## src/rtl/tmr_chan_pkg.sv

```systemverilog
package tmr_chan_pkg;

  // Register addresses
  localparam logic [1:0] A_STAT = 2'd0;
  localparam logic [1:0] A_VHI  = 2'd1;
  localparam logic [1:0] A_VLO  = 2'd2;

  // Mode bits {B,A}
  localparam logic [1:0] MD_CAPT = 2'b00;
  localparam logic [1:0] MD_CMP  = 2'b01;

  // Compare actions selected by the edge bits
  typedef enum logic [1:0] {
    ACT_NONE = 2'b00,
    ACT_TOG  = 2'b01,
    ACT_CLR  = 2'b10,
    ACT_SET  = 2'b11
  } cmp_act_t;

  // Control part of the status register, bits 6..0
  typedef struct packed {
    logic       ie;
    logic [1:0] mode;
    logic [1:0] edg;
    logic       tov;
    logic       maxd;
  } ctl_t;

endpackage

```

## src/rtl/tmr_chan_sync.sv

```systemverilog
module tmr_chan_sync #(
  parameter int STAGES = 2
) (
  input  logic clk,
  input  logic rst_n,
  input  logic pin_i,
  output logic rise_o,
  output logic fall_o
);
  logic [STAGES-1:0] sh_q;
  logic              last_q;

  generate
    for (genvar g = 0; g < STAGES; g++) begin : g_stage
      if (g == 0) begin : g_first
        always_ff @(posedge clk or negedge rst_n) begin
          if (!rst_n) sh_q[g] <= 1'b0;
          else        sh_q[g] <= pin_i;
        end
      end else begin : g_next
        always_ff @(posedge clk or negedge rst_n) begin
          if (!rst_n) sh_q[g] <= 1'b0;
          else        sh_q[g] <= sh_q[g-1];
        end
      end
    end
  endgenerate

  always_ff @(posedge clk or negedge rst_n) begin
    if (!rst_n) last_q <= 1'b0;
    else        last_q <= sh_q[STAGES-1];
  end

  assign rise_o = sh_q[STAGES-1] & ~last_q;
  assign fall_o = ~sh_q[STAGES-1] & last_q;
endmodule

```

## src/rtl/tmr_chan_flag.sv

```systemverilog
module tmr_chan_flag (
  input  logic clk,
  input  logic rst_n,
  input  logic evt_i,
  input  logic rd_stat_i,
  input  logic wr_stat_i,
  input  logic wflag_i,
  output logic flag_o,
  output logic armed_o
);
  logic flag_q, flag_n;
  logic armed_q, armed_n;

  always_comb begin
    flag_n  = flag_q;
    armed_n = armed_q;
    if (evt_i) begin
      // a fresh event always wins and cancels a pending clear
      flag_n  = 1'b1;
      armed_n = 1'b0;
    end else if (wr_stat_i) begin
      if (armed_q && !wflag_i) flag_n = 1'b0;
      armed_n = 1'b0;
    end else if (rd_stat_i && flag_q) begin
      armed_n = 1'b1;
    end
  end

  always_ff @(posedge clk or negedge rst_n) begin
    if (!rst_n) begin
      flag_q  <= 1'b0;
      armed_q <= 1'b0;
    end else begin
      flag_q  <= flag_n;
      armed_q <= armed_n;
    end
  end

  assign flag_o  = flag_q;
  assign armed_o = armed_q;
endmodule

```

## src/rtl/tmr_chan_out.sv

```systemverilog
module tmr_chan_out
  import tmr_chan_pkg::*;
(
  input  logic       clk,
  input  logic       rst_n,
  input  logic [1:0] mode_i,
  input  logic [1:0] edg_i,
  input  logic       tov_i,
  input  logic       maxd_i,
  input  logic       match_i,
  input  logic       ovf_i,
  output logic       pin_o
);
  logic pin_q, pin_n;

  always_comb begin
    pin_n = pin_q;
    if (mode_i != MD_CAPT) begin
      if (mode_i[1] && maxd_i) begin
        pin_n = 1'b1;
      end else if (match_i) begin
        case (cmp_act_t'(edg_i))
          ACT_TOG: pin_n = ~pin_q;
          ACT_CLR: pin_n = 1'b0;
          ACT_SET: pin_n = 1'b1;
          default: pin_n = pin_q;
        endcase
      end else if (ovf_i && tov_i) begin
        pin_n = ~pin_q;
      end
    end
  end

  always_ff @(posedge clk or negedge rst_n) begin
    if (!rst_n) pin_q <= 1'b0;
    else        pin_q <= pin_n;
  end

  assign pin_o = pin_q;
endmodule

```

## src/rtl/tmr_chan.sv

```systemverilog
module tmr_chan
  import tmr_chan_pkg::*;
#(
  parameter int CNT_W       = 16,
  parameter int SYNC_STAGES = 2,
  parameter bit HAS_MODE_B  = 1'b1
) (
  input  logic             clk,
  input  logic             rst_n,
  input  logic [CNT_W-1:0] cnt_i,
  input  logic             ovf_i,
  input  logic             pin_i,
  output logic             pin_o,
  input  logic             rd_i,
  input  logic             wr_i,
  input  logic [1:0]       addr_i,
  input  logic [7:0]       wdata_i,
  output logic [7:0]       rdata_o,
  output logic             irq_o
);
  localparam int         HI_W     = CNT_W - 8;
  localparam logic [6:0] CTL_MASK = HAS_MODE_B ? 7'h7F : 7'h5F;

  // reset: asserted asynchronously, released on the clock
  logic [1:0] rs_q;
  logic       rst_int_n;
  always_ff @(posedge clk or negedge rst_n) begin
    if (!rst_n) rs_q <= 2'b00;
    else        rs_q <= {rs_q[0], 1'b1};
  end
  assign rst_int_n = rs_q[1];

  // bus decode
  logic rd_stat, wr_stat, wr_hi, wr_lo;
  assign rd_stat = rd_i && (addr_i == A_STAT);
  assign wr_stat = wr_i && (addr_i == A_STAT);
  assign wr_hi   = wr_i && (addr_i == A_VHI);
  assign wr_lo   = wr_i && (addr_i == A_VLO);

  // control register
  ctl_t ctl_q, ctl_n;
  always_comb begin
    ctl_n = ctl_q;
    if (wr_stat) ctl_n = ctl_t'(wdata_i[6:0] & CTL_MASK);
  end
  always_ff @(posedge clk or negedge rst_int_n) begin
    if (!rst_int_n)   ctl_q <= '0;
    else if (wr_stat) ctl_q <= ctl_n;
  end

  logic [1:0] mode;
  logic [1:0] edg;
  logic       tov, maxd;
  assign mode = ctl_q.mode;
  assign edg  = ctl_q.edg;
  assign tov  = ctl_q.tov;
  assign maxd = ctl_q.maxd;

  // input edge detection
  logic rise, fall, edge_hit;
  tmr_chan_sync #(.STAGES(SYNC_STAGES)) u_sync (
    .clk    (clk),
    .rst_n  (rst_int_n),
    .pin_i  (pin_i),
    .rise_o (rise),
    .fall_o (fall)
  );
  assign edge_hit = (mode == MD_CAPT) && ((edg[0] && rise) || (edg[1] && fall));

  // counter tracking for arrival-based match
  logic [CNT_W-1:0] cnt_q, val_q, val_n;
  logic             cnt_moved, match, evt, val_en;
  always_ff @(posedge clk or negedge rst_int_n) begin
    if (!rst_int_n) cnt_q <= '0;
    else            cnt_q <= cnt_i;
  end
  assign cnt_moved = (cnt_i != cnt_q);
  assign match     = (mode != MD_CAPT) && (edg != 2'b00) && cnt_moved && (cnt_i == val_q);
  assign evt       = edge_hit || match;

  // channel value register
  always_comb begin
    val_n = val_q;
    if (wr_hi) val_n[CNT_W-1:8] = wdata_i[HI_W-1:0];
    if (wr_lo) val_n[7:0] = wdata_i;
    if (edge_hit) val_n = cnt_i;
  end
  assign val_en = wr_hi || wr_lo || edge_hit;
  always_ff @(posedge clk or negedge rst_int_n) begin
    if (!rst_int_n)  val_q <= '0;
    else if (val_en) val_q <= val_n;
  end

  // flag with guarded clear
  logic flag_q, armed_q;
  tmr_chan_flag u_flag (
    .clk       (clk),
    .rst_n     (rst_int_n),
    .evt_i     (evt),
    .rd_stat_i (rd_stat),
    .wr_stat_i (wr_stat),
    .wflag_i   (wdata_i[7]),
    .flag_o    (flag_q),
    .armed_o   (armed_q)
  );

  // output pin
  tmr_chan_out u_out (
    .clk     (clk),
    .rst_n   (rst_int_n),
    .mode_i  (mode),
    .edg_i   (edg),
    .tov_i   (tov),
    .maxd_i  (maxd),
    .match_i (match),
    .ovf_i   (ovf_i),
    .pin_o   (pin_o)
  );

  // read mux
  logic [7:0] rd_mux;
  always_comb begin
    case (addr_i)
      A_STAT:  rd_mux = {flag_q, ctl_q};
      A_VHI:   rd_mux = 8'(val_q >> 8);
      A_VLO:   rd_mux = val_q[7:0];
      default: rd_mux = 8'h00;
    endcase
  end
  assign rdata_o = rd_i ? rd_mux : 8'h00;
  assign irq_o   = flag_q && ctl_q.ie;

endmodule

```

## config.mk

```make
export PLATFORM = sky130hd
export DESIGN_NAME = tmr_chan
export DESIGN_NICKNAME = d
export VERILOG_FILES = /design/src/rtl/tmr_chan_pkg.sv /design/src/rtl/tmr_chan_sync.sv /design/src/rtl/tmr_chan_flag.sv /design/src/rtl/tmr_chan_out.sv /design/src/rtl/tmr_chan.sv
export SDC_FILE = /design/constraint.sdc
export NUM_CORES = 1
export LEC_CHECK = 0
export BUFFER_PORTS_ARGS = -buffer_cell sky130_fd_sc_hd__buf_2
export CAP_MARGIN = 25
export CORE_ASPECT_RATIO = 0.6
export CORE_MARGIN = 4
export CORE_UTILIZATION = 59
export CTS_CLUSTER_DIAMETER = 200
export CTS_CLUSTER_SIZE = 28
export DETAILED_ROUTE_END_ITERATION = 8
export PLACE_DENSITY = 0.92
export SYNTH_ARGS = -nofsm -noshare
export SYNTH_HDL_FRONTEND = slang
export SYNTH_SLANG_ARGS = --single-unit
```

## constraint.sdc

```tcl
create_clock -name clk -period 2 [get_ports clk]
set_input_delay 0 -clock clk [delete_from_list [all_inputs] [get_ports clk]]
set_output_delay 0 -clock clk [all_outputs]
set_load 0.005 [all_outputs]
```

==> impl_metrics.tcl <==
set metrics [dict create \
    cp_slowest_stage_delay_ns 0.50 \
    synth_nets 259 \
    grt_first_pass_wirelength_mm 9.584 \
    r2r_cells 5 \
    netlist_instances 225 \
    synth-seq-cells 47 \
    max_cap_violations 0 \
    grt_pass1_vias 1980 \
    die_h_um 56.99 \
    cp_top_family "simple AND/OR/NAND/NOR gates" \
    crit_type "register to register" \
    synthAdderAreaFrac_pct 1.060 \
    whs_path_depth 3 \
    ys_warn_count 0 \
    tns_ns 0 \
    final_common_cell "dfrtp_1" \
    finalClockSkew_ns 0.009791 \
    cts-htree-levels 2 \
    antenna_found_initial 0 \
    initial_core_util_pct 62.68 \
    drc_errors 0 \
    dieArea_sq_um 5108 \
    rows 17 \
    ioPinCount 42 \
    placed_cells 307 \
    synth_top_area_share_pct 49.84 \
    maxSlewViolCount 0 \
    fin_crit_sh_pct 90.03 \
    grt_remaining_overflow 0 \
    cts_tree "built" \
    hp-class "input port to register" \
    synth-compound-area-share_pct 8.590 \
    grt_max_degree 46 \
    dp_hpwl_mm 4.080 \
    drtIter0Drc 132 \
    maxSlewHeadroom_pct 58.02 \
    yosys.area.top_type "dfrtp_1" \
    drt_first_pass_iters 4 \
    final_nets 327 \
    setup-violations-final 0 \
    cp-start-kind "register" \
    path_buf_inv 0 \
    design.core.area_sq_um 3765 \
    wl_mm 5.633 \
    route.vias.total 1923 \
    fin_cells 341 \
    crit_path_top_delay_cell "or4_1" \
    status "finished clean" \
    max_freq_mhz 555.4 \
    endpoint_kind "register" \
    die_width_um 89.65 \
    place_congestion 0.8588 \
    ys_seq_area_share_pct 49.84 \
    ir_worst_vdd_uv 543.0 \
    area_growth_pct 25.24 \
    cts_buffers 5 \
    muxShareOfSynthArea_pct 12.99 \
    wl_per_cell_um 16.52 \
    path_depth 5 \
    synth_area_leaders "dfrtp_1 50%, mux2i_1 11%, xnor2_1 7.4%" \
    rsz0062_at_grt "no" \
    fin_crit_ns 1.801 \
    synth_xor_area_share_pct 11.88 \
    insertedDiodeCount 0 \
    worstPathCellList "xnor2_1 -> nand4_1 -> or4_1 -> nor3_2 -> mux2i_1" \
    clockBufferDepth 2 \
    hold_viol_final 0 \
    cp_max_fo 3 \
    arrival_ns 2.03 \
    worstMarginPinSlew_ns 0.6278 \
    p_leak_uw 0.001362 \
    final_cell_mix "46 x dfrtp_1, 41 x buf_2, 31 x nand2_1" \
    synth_top_family_by_area "simple AND/OR/NAND/NOR gates" \
    synth.distinct_cells 29 \
    drive_above_1_share_pct 20.07 \
    root_buffer "clkbuf_8" \
    synth-simple-area-share_pct 13.57 \
    vias_per_cell 5.639 \
    clock-sinks 47 \
    grt_use_total_pct 24.67 \
    cts.clk_slew.worst_paths_ns 0.09 \
    cp.required_ns 2.23 \
    clock_latency_ns 0.30 \
    ant_nets 0 \
    syn_area_sq_um 2360 \
    io_buffers 41 \
    syn_avg_cell_area_sq_um 10.49 \
    p_per_area_nw_per_um2 880.3 \
]
power by group:
group	internal, uW	switching (uW)
Clock	244	312
Sequential	1140	200
Combinational	369	335
metrics by stage:
stage	total power, uW	worst slack, ns	hold slack [ns]	instance area, sq um	utilization [%]
final	2602	0.1995	0.04856	2955	78.50
after global routing	2776	0.08161	0.06601	2955	78.50
after CTS	2607	0.2101	0.03834	2955	78.50
after detailed placement	2017	0.2150	-0.2129	2610	69.33
after global placement	1977	0.2886	-0.2145	2610	69.33
after floorplan	1762	0.3518	-0.2956	2360	-
state kept, by name (all words and copies together), names as in the netlist:
name            count
maxd                1
ctl_q               1
u_flag.armed_o      1
edg                 2
u_flag.flag_o       1
u_out.pin_o         1
u_sync.sh_q         2
cnt_q              16
u_sync.last_q       1
val_q              16
tov                 1
mode                2
rs_q                2
metal layers:
metal	global-route usage, %	routed length [um]	part of all wire, %	vias up
met2	37.71	2527	45	68
met5	0	0	0	-
met4	5.520	46	0.82	0
li1	-	-	-	906
met3	5.051	339	6.0	5
met1	36.38	2720	48	944
worst paths after layout:
kind,startpoint,endpoint,slack (ns)
setup / recovery,val_q[1],u_out.pin_o,0.20
hold / removal,wdata_i[7],val_q[15],0.05
setup reg to reg,val_q[1],u_out.pin_o,0.20
hold reg to reg,rs_q[1],u_flag.flag_o,0.34
max in group asynchronous,rs_q[1],u_sync.last_q,1.27
min in group asynchronous,rs_q[1],u_flag.flag_o,0.34
cells in the mapped netlist:
cell	number
a211o_2	1
o21ai_0	29
nand2b_1	1
nor2_1	5
conb_1	1
inv_1	2
buf_2	3
o22ai_1	1
a21oi_1	1
or4_1	1
mux2i_1	25
a31oi_1	1
nand3_1	1
a211oi_1	2
nor3_2	1
nand3b_1	2
nor3_1	2
dfrtp_1	47
xor2_1	12
and2_1	11
nand2_1	31
nor2b_1	1
o21a_1	2
clkbuf_1	6
nor4_1	4
xnor2_1	20
mux2_2	5
nand4_1	5
ha_1	2
logic make-up after synthesis:
group                    after synthesis
AND/OR/NAND/NOR                       65
flip-flops                            47
AO/OA/AOI/OAI                         37
XOR/XNOR                              32
multiplexers                          30
buffers and inverters                 11
adder cells (fa/ha/maj)                2
other                                  1
layout make-up:
class	count	area (sq um)
sequential	47	1177
multi-input combinational	167	1139
fill	251	809.5
timing repair buffer	70	488.0
clock buffer	6	72.57
tap	47	58.81
clock inverter	2	12.51
inverter	2	7.507
worst register-to-register path, delay by kind of cell (launching register included):
family	cells	cell delay (ns)
multiplexers	1	0.21
AND/OR/NAND/NOR	3	0.90
XOR/XNOR	1	0.19
flip-flops	1	0.42
repair_timing:
item | 4_1_cts | 5_1_grt
gates resized for setup | 0 | 0
hold buffers | 26 | 0
buffers inserted | 0 | 0
hold endpoints to repair | 39 | 0
No activity file was read; power rests on OpenSTA's default activity.
